**config.mk**
```make
export PLATFORM = sky130hd
export DESIGN_NAME = acc_cpu
export DESIGN_NICKNAME = d
export VERILOG_FILES = /design/src/rtl/acc_cpu_pkg.sv /design/src/rtl/acc_cpu_ctrl.sv /design/src/rtl/acc_cpu_alu.sv /design/src/rtl/acc_cpu_io.sv /design/src/rtl/acc_cpu.sv
export SDC_FILE = /design/constraint.sdc
export NUM_CORES = 1
export LEC_CHECK = 0
export BUFFER_PORTS_ARGS = -buffer_cell sky130_fd_sc_hd__buf_2
export CORE_ASPECT_RATIO = 0.75
export CORE_UTILIZATION = 45
export DETAILED_ROUTE_END_ITERATION = 7
export HOLD_SLACK_MARGIN = 0.15
export PLACE_DENSITY = 0.76
export REMOVE_ABC_BUFFERS = 1
export SLEW_MARGIN = 5
export SYNTH_ARGS = -nofsm -noshare
export SYNTH_HDL_FRONTEND = slang
export SYNTH_SLANG_ARGS = --single-unit
```
**constraint.sdc**
```tcl
create_clock -name clk -period 3.17 [get_ports clk]
set_clock_uncertainty 0.05 [all_clocks]
set_input_delay 0.634 -clock clk [delete_from_list [all_inputs] [get_ports clk]]
set_output_delay 0.634 -clock clk [all_outputs]
set_load 0.005 [all_outputs]
```
**src/rtl/acc_cpu_pkg.sv**
```systemverilog
package acc_cpu_pkg;
  localparam int OPC_W = 4;

  typedef enum logic [OPC_W-1:0] {
    OP_CALL  = 4'h0, OP_LOAD = 4'h1, OP_STORE = 4'h2, OP_ADD   = 4'h3,
    OP_SUB   = 4'h4, OP_IN   = 4'h5, OP_OUT   = 4'h6, OP_HALT  = 4'h7,
    OP_SKIP  = 4'h8, OP_JMP  = 4'h9, OP_CLR   = 4'hA, OP_ADDIND = 4'hB,
    OP_JMPIND = 4'hC, OP_NOPD = 4'hD, OP_NOPE = 4'hE, OP_NOPF  = 4'hF
  } opcode_e;

  typedef enum logic [3:0] {
    ST_FETCH, ST_FETCH_RD, ST_DECODE, ST_OPND_RD, ST_OPND_CAP,
    ST_IND_RD, ST_IND_CAP, ST_EXEC, ST_WRITE, ST_HALTED
  } state_e;

  function automatic logic needs_operand(opcode_e op);
    return op inside {OP_LOAD, OP_ADD, OP_SUB, OP_ADDIND, OP_JMPIND};
  endfunction
endpackage

```
**src/rtl/acc_cpu_ctrl.sv**
```systemverilog
module acc_cpu_ctrl import acc_cpu_pkg::*; (
  input  logic    clk,
  input  logic    rst_n,
  input  opcode_e fetched_op,
  input  opcode_e cur_op,
  output state_e  state
);
  state_e nxt;

  always_comb begin
    nxt = state;
    case (state)
      ST_FETCH:    nxt = ST_FETCH_RD;
      ST_FETCH_RD: nxt = ST_DECODE;
      ST_DECODE:   nxt = needs_operand(fetched_op) ? ST_OPND_RD : ST_EXEC;
      ST_OPND_RD:  nxt = ST_OPND_CAP;
      ST_OPND_CAP: nxt = (cur_op == OP_ADDIND) ? ST_IND_RD : ST_EXEC;
      ST_IND_RD:   nxt = ST_IND_CAP;
      ST_IND_CAP:  nxt = ST_EXEC;
      ST_EXEC: begin
        if (cur_op == OP_STORE || cur_op == OP_CALL) nxt = ST_WRITE;
        else if (cur_op == OP_HALT)                  nxt = ST_HALTED;
        else                                         nxt = ST_FETCH;
      end
      ST_WRITE:    nxt = ST_FETCH;
      ST_HALTED:   nxt = ST_HALTED;
      default:     nxt = ST_FETCH;
    endcase
  end

  always_ff @(posedge clk) begin
    if (!rst_n) state <= ST_FETCH;
    else        state <= nxt;
  end
endmodule

```
**src/rtl/acc_cpu_alu.sv**
```systemverilog
module acc_cpu_alu import acc_cpu_pkg::*; #(
  parameter int DATA_W = 16,
  parameter int IO_W   = 8
) (
  input  opcode_e           op,
  input  logic [1:0]        cond,
  input  logic [DATA_W-1:0] ac,
  input  logic [DATA_W-1:0] mbr,
  input  logic [IO_W-1:0]   in_byte,
  output logic [DATA_W-1:0] result,
  output logic              skip
);
  logic neg, zero;

  always_comb begin
    case (op)
      OP_LOAD:           result = mbr;
      OP_ADD, OP_ADDIND: result = ac + mbr;
      OP_SUB:            result = ac - mbr;
      OP_IN:             result = DATA_W'(in_byte);
      OP_CLR:            result = '0;
      default:           result = ac;
    endcase
  end

  assign neg  = ac[DATA_W-1];
  assign zero = (ac == '0);

  always_comb begin
    case (cond)
      2'b00:   skip = neg;
      2'b01:   skip = zero;
      2'b10:   skip = !neg && !zero;
      default: skip = 1'b0;
    endcase
  end
endmodule

```
**src/rtl/acc_cpu_io.sv**
```systemverilog
module acc_cpu_io #(
  parameter int IO_W = 8
) (
  input  logic            clk,
  input  logic            rst_n,
  input  logic            in_valid,
  input  logic [IO_W-1:0] in_data,
  input  logic            out_load,
  input  logic [IO_W-1:0] out_src,
  output logic [IO_W-1:0] in_reg,
  output logic [IO_W-1:0] out_data,
  output logic            out_valid
);
  always_ff @(posedge clk) begin
    if (!rst_n) begin
      in_reg    <= '0;
      out_data  <= '0;
      out_valid <= 1'b0;
    end else begin
      if (in_valid) in_reg <= in_data;
      if (out_load) out_data <= out_src;
      out_valid <= out_load;
    end
  end
endmodule

```
**src/rtl/acc_cpu.sv**
```systemverilog
module acc_cpu import acc_cpu_pkg::*; #(
  parameter int DATA_W = 16,
  parameter int ADDR_W = 12,
  parameter int IO_W   = 8
) (
  input  logic              clk,
  input  logic              rst_n,
  output logic [ADDR_W-1:0] mem_addr,
  output logic [DATA_W-1:0] mem_wdata,
  output logic              mem_we,
  input  logic [DATA_W-1:0] mem_rdata,
  input  logic              in_valid,
  input  logic [IO_W-1:0]   in_data,
  output logic              out_valid,
  output logic [IO_W-1:0]   out_data,
  output logic              halted
);
  localparam logic [ADDR_W-1:0] STEP = ADDR_W'(1);
  localparam int COND_HI = ADDR_W - 1;

  logic [ADDR_W-1:0] pc, mar;
  logic [DATA_W-1:0] ac, mbr, ir, alu_res;
  logic [IO_W-1:0]   in_reg;
  logic              skip_take;
  state_e            state;
  opcode_e           fetched_op, cur_op;

  assign fetched_op = opcode_e'(mem_rdata[DATA_W-1 -: OPC_W]);
  assign cur_op     = opcode_e'(ir[DATA_W-1 -: OPC_W]);

  acc_cpu_ctrl i_ctrl (
    .clk(clk), .rst_n(rst_n), .fetched_op(fetched_op), .cur_op(cur_op), .state(state)
  );

  acc_cpu_alu #(.DATA_W(DATA_W), .IO_W(IO_W)) i_alu (
    .op(cur_op), .cond(ir[COND_HI -: 2]), .ac(ac), .mbr(mbr), .in_byte(in_reg),
    .result(alu_res), .skip(skip_take)
  );

  acc_cpu_io #(.IO_W(IO_W)) i_io (
    .clk(clk), .rst_n(rst_n), .in_valid(in_valid), .in_data(in_data),
    .out_load(state == ST_EXEC && cur_op == OP_OUT), .out_src(ac[IO_W-1:0]),
    .in_reg(in_reg), .out_data(out_data), .out_valid(out_valid)
  );

  always_ff @(posedge clk) begin
    if (!rst_n) begin
      pc  <= '0;
      mar <= '0;
      ac  <= '0;
      mbr <= '0;
      ir  <= '0;
    end else begin
      case (state)
        ST_FETCH:    mar <= pc;
        ST_FETCH_RD: pc  <= pc + STEP;
        ST_DECODE: begin
          ir  <= mem_rdata;
          mar <= mem_rdata[ADDR_W-1:0];
        end
        ST_OPND_CAP: begin
          mbr <= mem_rdata;
          if (cur_op == OP_ADDIND) mar <= mem_rdata[ADDR_W-1:0];
        end
        ST_IND_CAP:  mbr <= mem_rdata;
        ST_EXEC: begin
          ac <= alu_res;
          case (cur_op)
            OP_STORE:  mbr <= ac;
            OP_CALL:   mbr <= DATA_W'(pc);
            OP_JMP:    pc  <= ir[ADDR_W-1:0];
            OP_JMPIND: pc  <= mbr[ADDR_W-1:0];
            OP_SKIP:   if (skip_take) pc <= pc + STEP;
            default:   ;
          endcase
        end
        ST_WRITE: begin
          if (cur_op == OP_CALL) begin
            ac <= DATA_W'(mar + STEP);
            pc <= mar + STEP;
          end
        end
        default: ;
      endcase
    end
  end

  assign mem_addr  = mar;
  assign mem_wdata = mbr;
  assign mem_we    = (state == ST_WRITE);
  assign halted    = (state == ST_HALTED);
endmodule

```
==> flow_metrics.env <==
export IMPL_final_area_um2=7020
export IMPL_root_buffer="clkbuf_16"
export IMPL_antenna_found_initial=0
export IMPL_power_total_mw=3.63
export IMPL_synth_cell_types=63
export IMPL_period_minus_slack_ps=3040
export IMPL_hold_class="reg -> reg"
export IMPL_ys_warn_count=0
export IMPL_final_cell_mix="nand2_1, dfxtp_1, nor2_1"
export IMPL_coreArea_um2=13000
export IMPL_slew_violations=0
export IMPL_critPathLaunchType="flip-flop"
export IMPL_rsz0062_at_grt="true"
export IMPL_final_hold_violation_count=0
export IMPL_hpwl_um=14100
export IMPL_first_pass_iters=5
export IMPL_ys_ff_latch=93
export IMPL_die_x_um=135
export IMPL_die_height_um=102
export IMPL_grt_max_degree=30
export IMPL_postSynth_asyncResetShare_pct=0
export IMPL_grt_total_usage_pct=28.2
export IMPL_grt_overflow=0
export IMPL_powerDensity_nw_per_um2=518
export IMPL_place_congestion=0.944
export IMPL_place_ws_ps=20.1
export IMPL_relSlewSlack_pct=29.7
export IMPL_drive_gt1_share_pct=17.8
export IMPL_syn_to_final_growth_pct=17.2
export IMPL_clk_pin_slew_ps=60
export IMPL_drc_errors=0
export IMPL_netlist_area_um2=5990
export IMPL_max_freq_mhz=329
export IMPL_clock_latency_ps=350
export IMPL_num_vias=6268
export IMPL_initial_utilization_pct=46.2
export IMPL_power_leakage_nw=2.83
export IMPL_crit_fanout=5
export IMPL_end_kind="flip-flop"
export IMPL_setup_ws_ps=127
export IMPL_required_ps=3380
export IMPL_routed_wl_um=19100
export IMPL_arrival_ps=3260
export IMPL_synthCells=780
export IMPL_wl_per_cell_um=18.8
export IMPL_io_buffers=65
export IMPL_clockBufferDepth=2
export IMPL_grt_pass1_vias=5718
export IMPL_vdd_drop_max_uv=301
export IMPL_worst_hold_slack_ps=412
export IMPL_final_nets=887
export IMPL_drt_iter0_markers=698
export IMPL_syn_avg_cell_area_um2=7.68
export IMPL_yosysSeqAreaShare_pct=31.1
export IMPL_diodes=0
export IMPL_synth_edf_count=0
export IMPL_status="completed"
export IMPL_vias_per_cell=6.16
export IMPL_drv_cap=0
export IMPL_ys_flop_type="dfxtp_1"
export IMPL_critPathKind="reg -> reg"
export IMPL_grt_pass1_wl_um=30100
export IMPL_placed_area_um2=6600
export IMPL_tightestPinTransition_ps=1050
export IMPL_cts_buffers_inserted=9
export IMPL_cts_sinks=93
export IMPL_setup_violations=0
export IMPL_final_common_cell="nand2_1"
export IMPL_cts_tree="yes"
export IMPL_period_share_pct=96.0
export IMPL_core_rowCount=36
export IMPL_h_tree_depth=3
export IMPL_antenna_left=0
export IMPL_io_pins=66
export IMPL_dieArea_um2=13800
export IMPL_utilization_pct=54.1
## critical path, stage by stage, from the launching register on
cell	delay (ps)
dfxtp_2	350
or4b_4	600
o31ai_1	110
xor2_1	180
ha_1	290
o211ai_1	240
a21oi_2	70
o21ai_1	200
o21ai_1	140
or4_1	510
a311oi_2	240
## cell usage after synthesis, drive strengths merged, types with 8 or more instances
master | n | area [um2]
buf | 26 | 131
mux2i | 41 | 410
nand3 | 24 | 120
nand2 | 105 | 397
inv | 12 | 45.0
and3 | 11 | 68.8
o21ai | 40 | 200
nor3 | 13 | 65.1
nor4 | 11 | 90.1
o211ai | 23 | 173
ha | 18 | 225
nand2b | 11 | 68.8
a211oi | 19 | 143
xor2 | 17 | 149
a21o | 8 | 60.1
dfxtp | 93 | 1860
nor2 | 76 | 285
clkbuf | 33 | 124
a21oi | 77 | 385
xnor2 | 22 | 193
a221oi | 13 | 114
## layout make-up
| class | instances | area [um2] |
|---|---|---|
| fillers | 1226 | 5960 |
| multi-input cells | 616 | 3920 |
| flip-flops and latches | 93 | 1870 |
| repair buffers | 108 | 672 |
| clock buffers | 16 | 292 |
| well taps | 171 | 214 |
| inverters | 13 | 48.8 |
## path summary, 6_finish.rpt
path               start      to  slack, ps  cells after the start
hold reg to reg    ir[6]   ir[6]        410                      2
hold / removal     ir[6]   ir[6]        410                      2
setup / recovery  ir[13]  ac[14]        130                     10
setup reg to reg  ir[13]  ac[14]        130                     10
## metrics by stage
stage | std cells | TNS [ps]
2_1_floorplan | 721 | -446
3_3_place_gp | 997 | 0
3_5_place_dp | 997 | 0
4_1_cts | 1013 | 0
5_1_grt | 1017 | -250
6_report | 1017 | 0
## metal layers
layer	up-vias	GRT usage [%]	share of wire, %
li1	2948	-	-
met1	2955	40.5	45
met2	334	43.2	44
met3	31	5.06	10
met4	0	7.87	1.5
met5	-	0	0
## cell families after synthesis
kind of cell / synth area share, %
and+or+nand+nor: 22.6
buffers and inverters: 5.08
xor gates and xnor gates: 5.71
adders and majority gates: 4.10
DFF: 31.1
muxes: 6.85
AOI/OAI and AO/OA: 24.6
## timing repair
item	in CTS	in global routing
pin swaps	0	4
hold buffers	0	0
setup buffers	0	3
endpoints found under the setup margin	1	7
gates resized for setup	1	27
cloned	0	1
## where the power goes
group	switching [mW]	internal, mW
logic	0.704	0.532
registers	0.0872	1.23
clock network	0.454	0.620
total	1.25	2.39
Power figures use the tool's default switching activity.
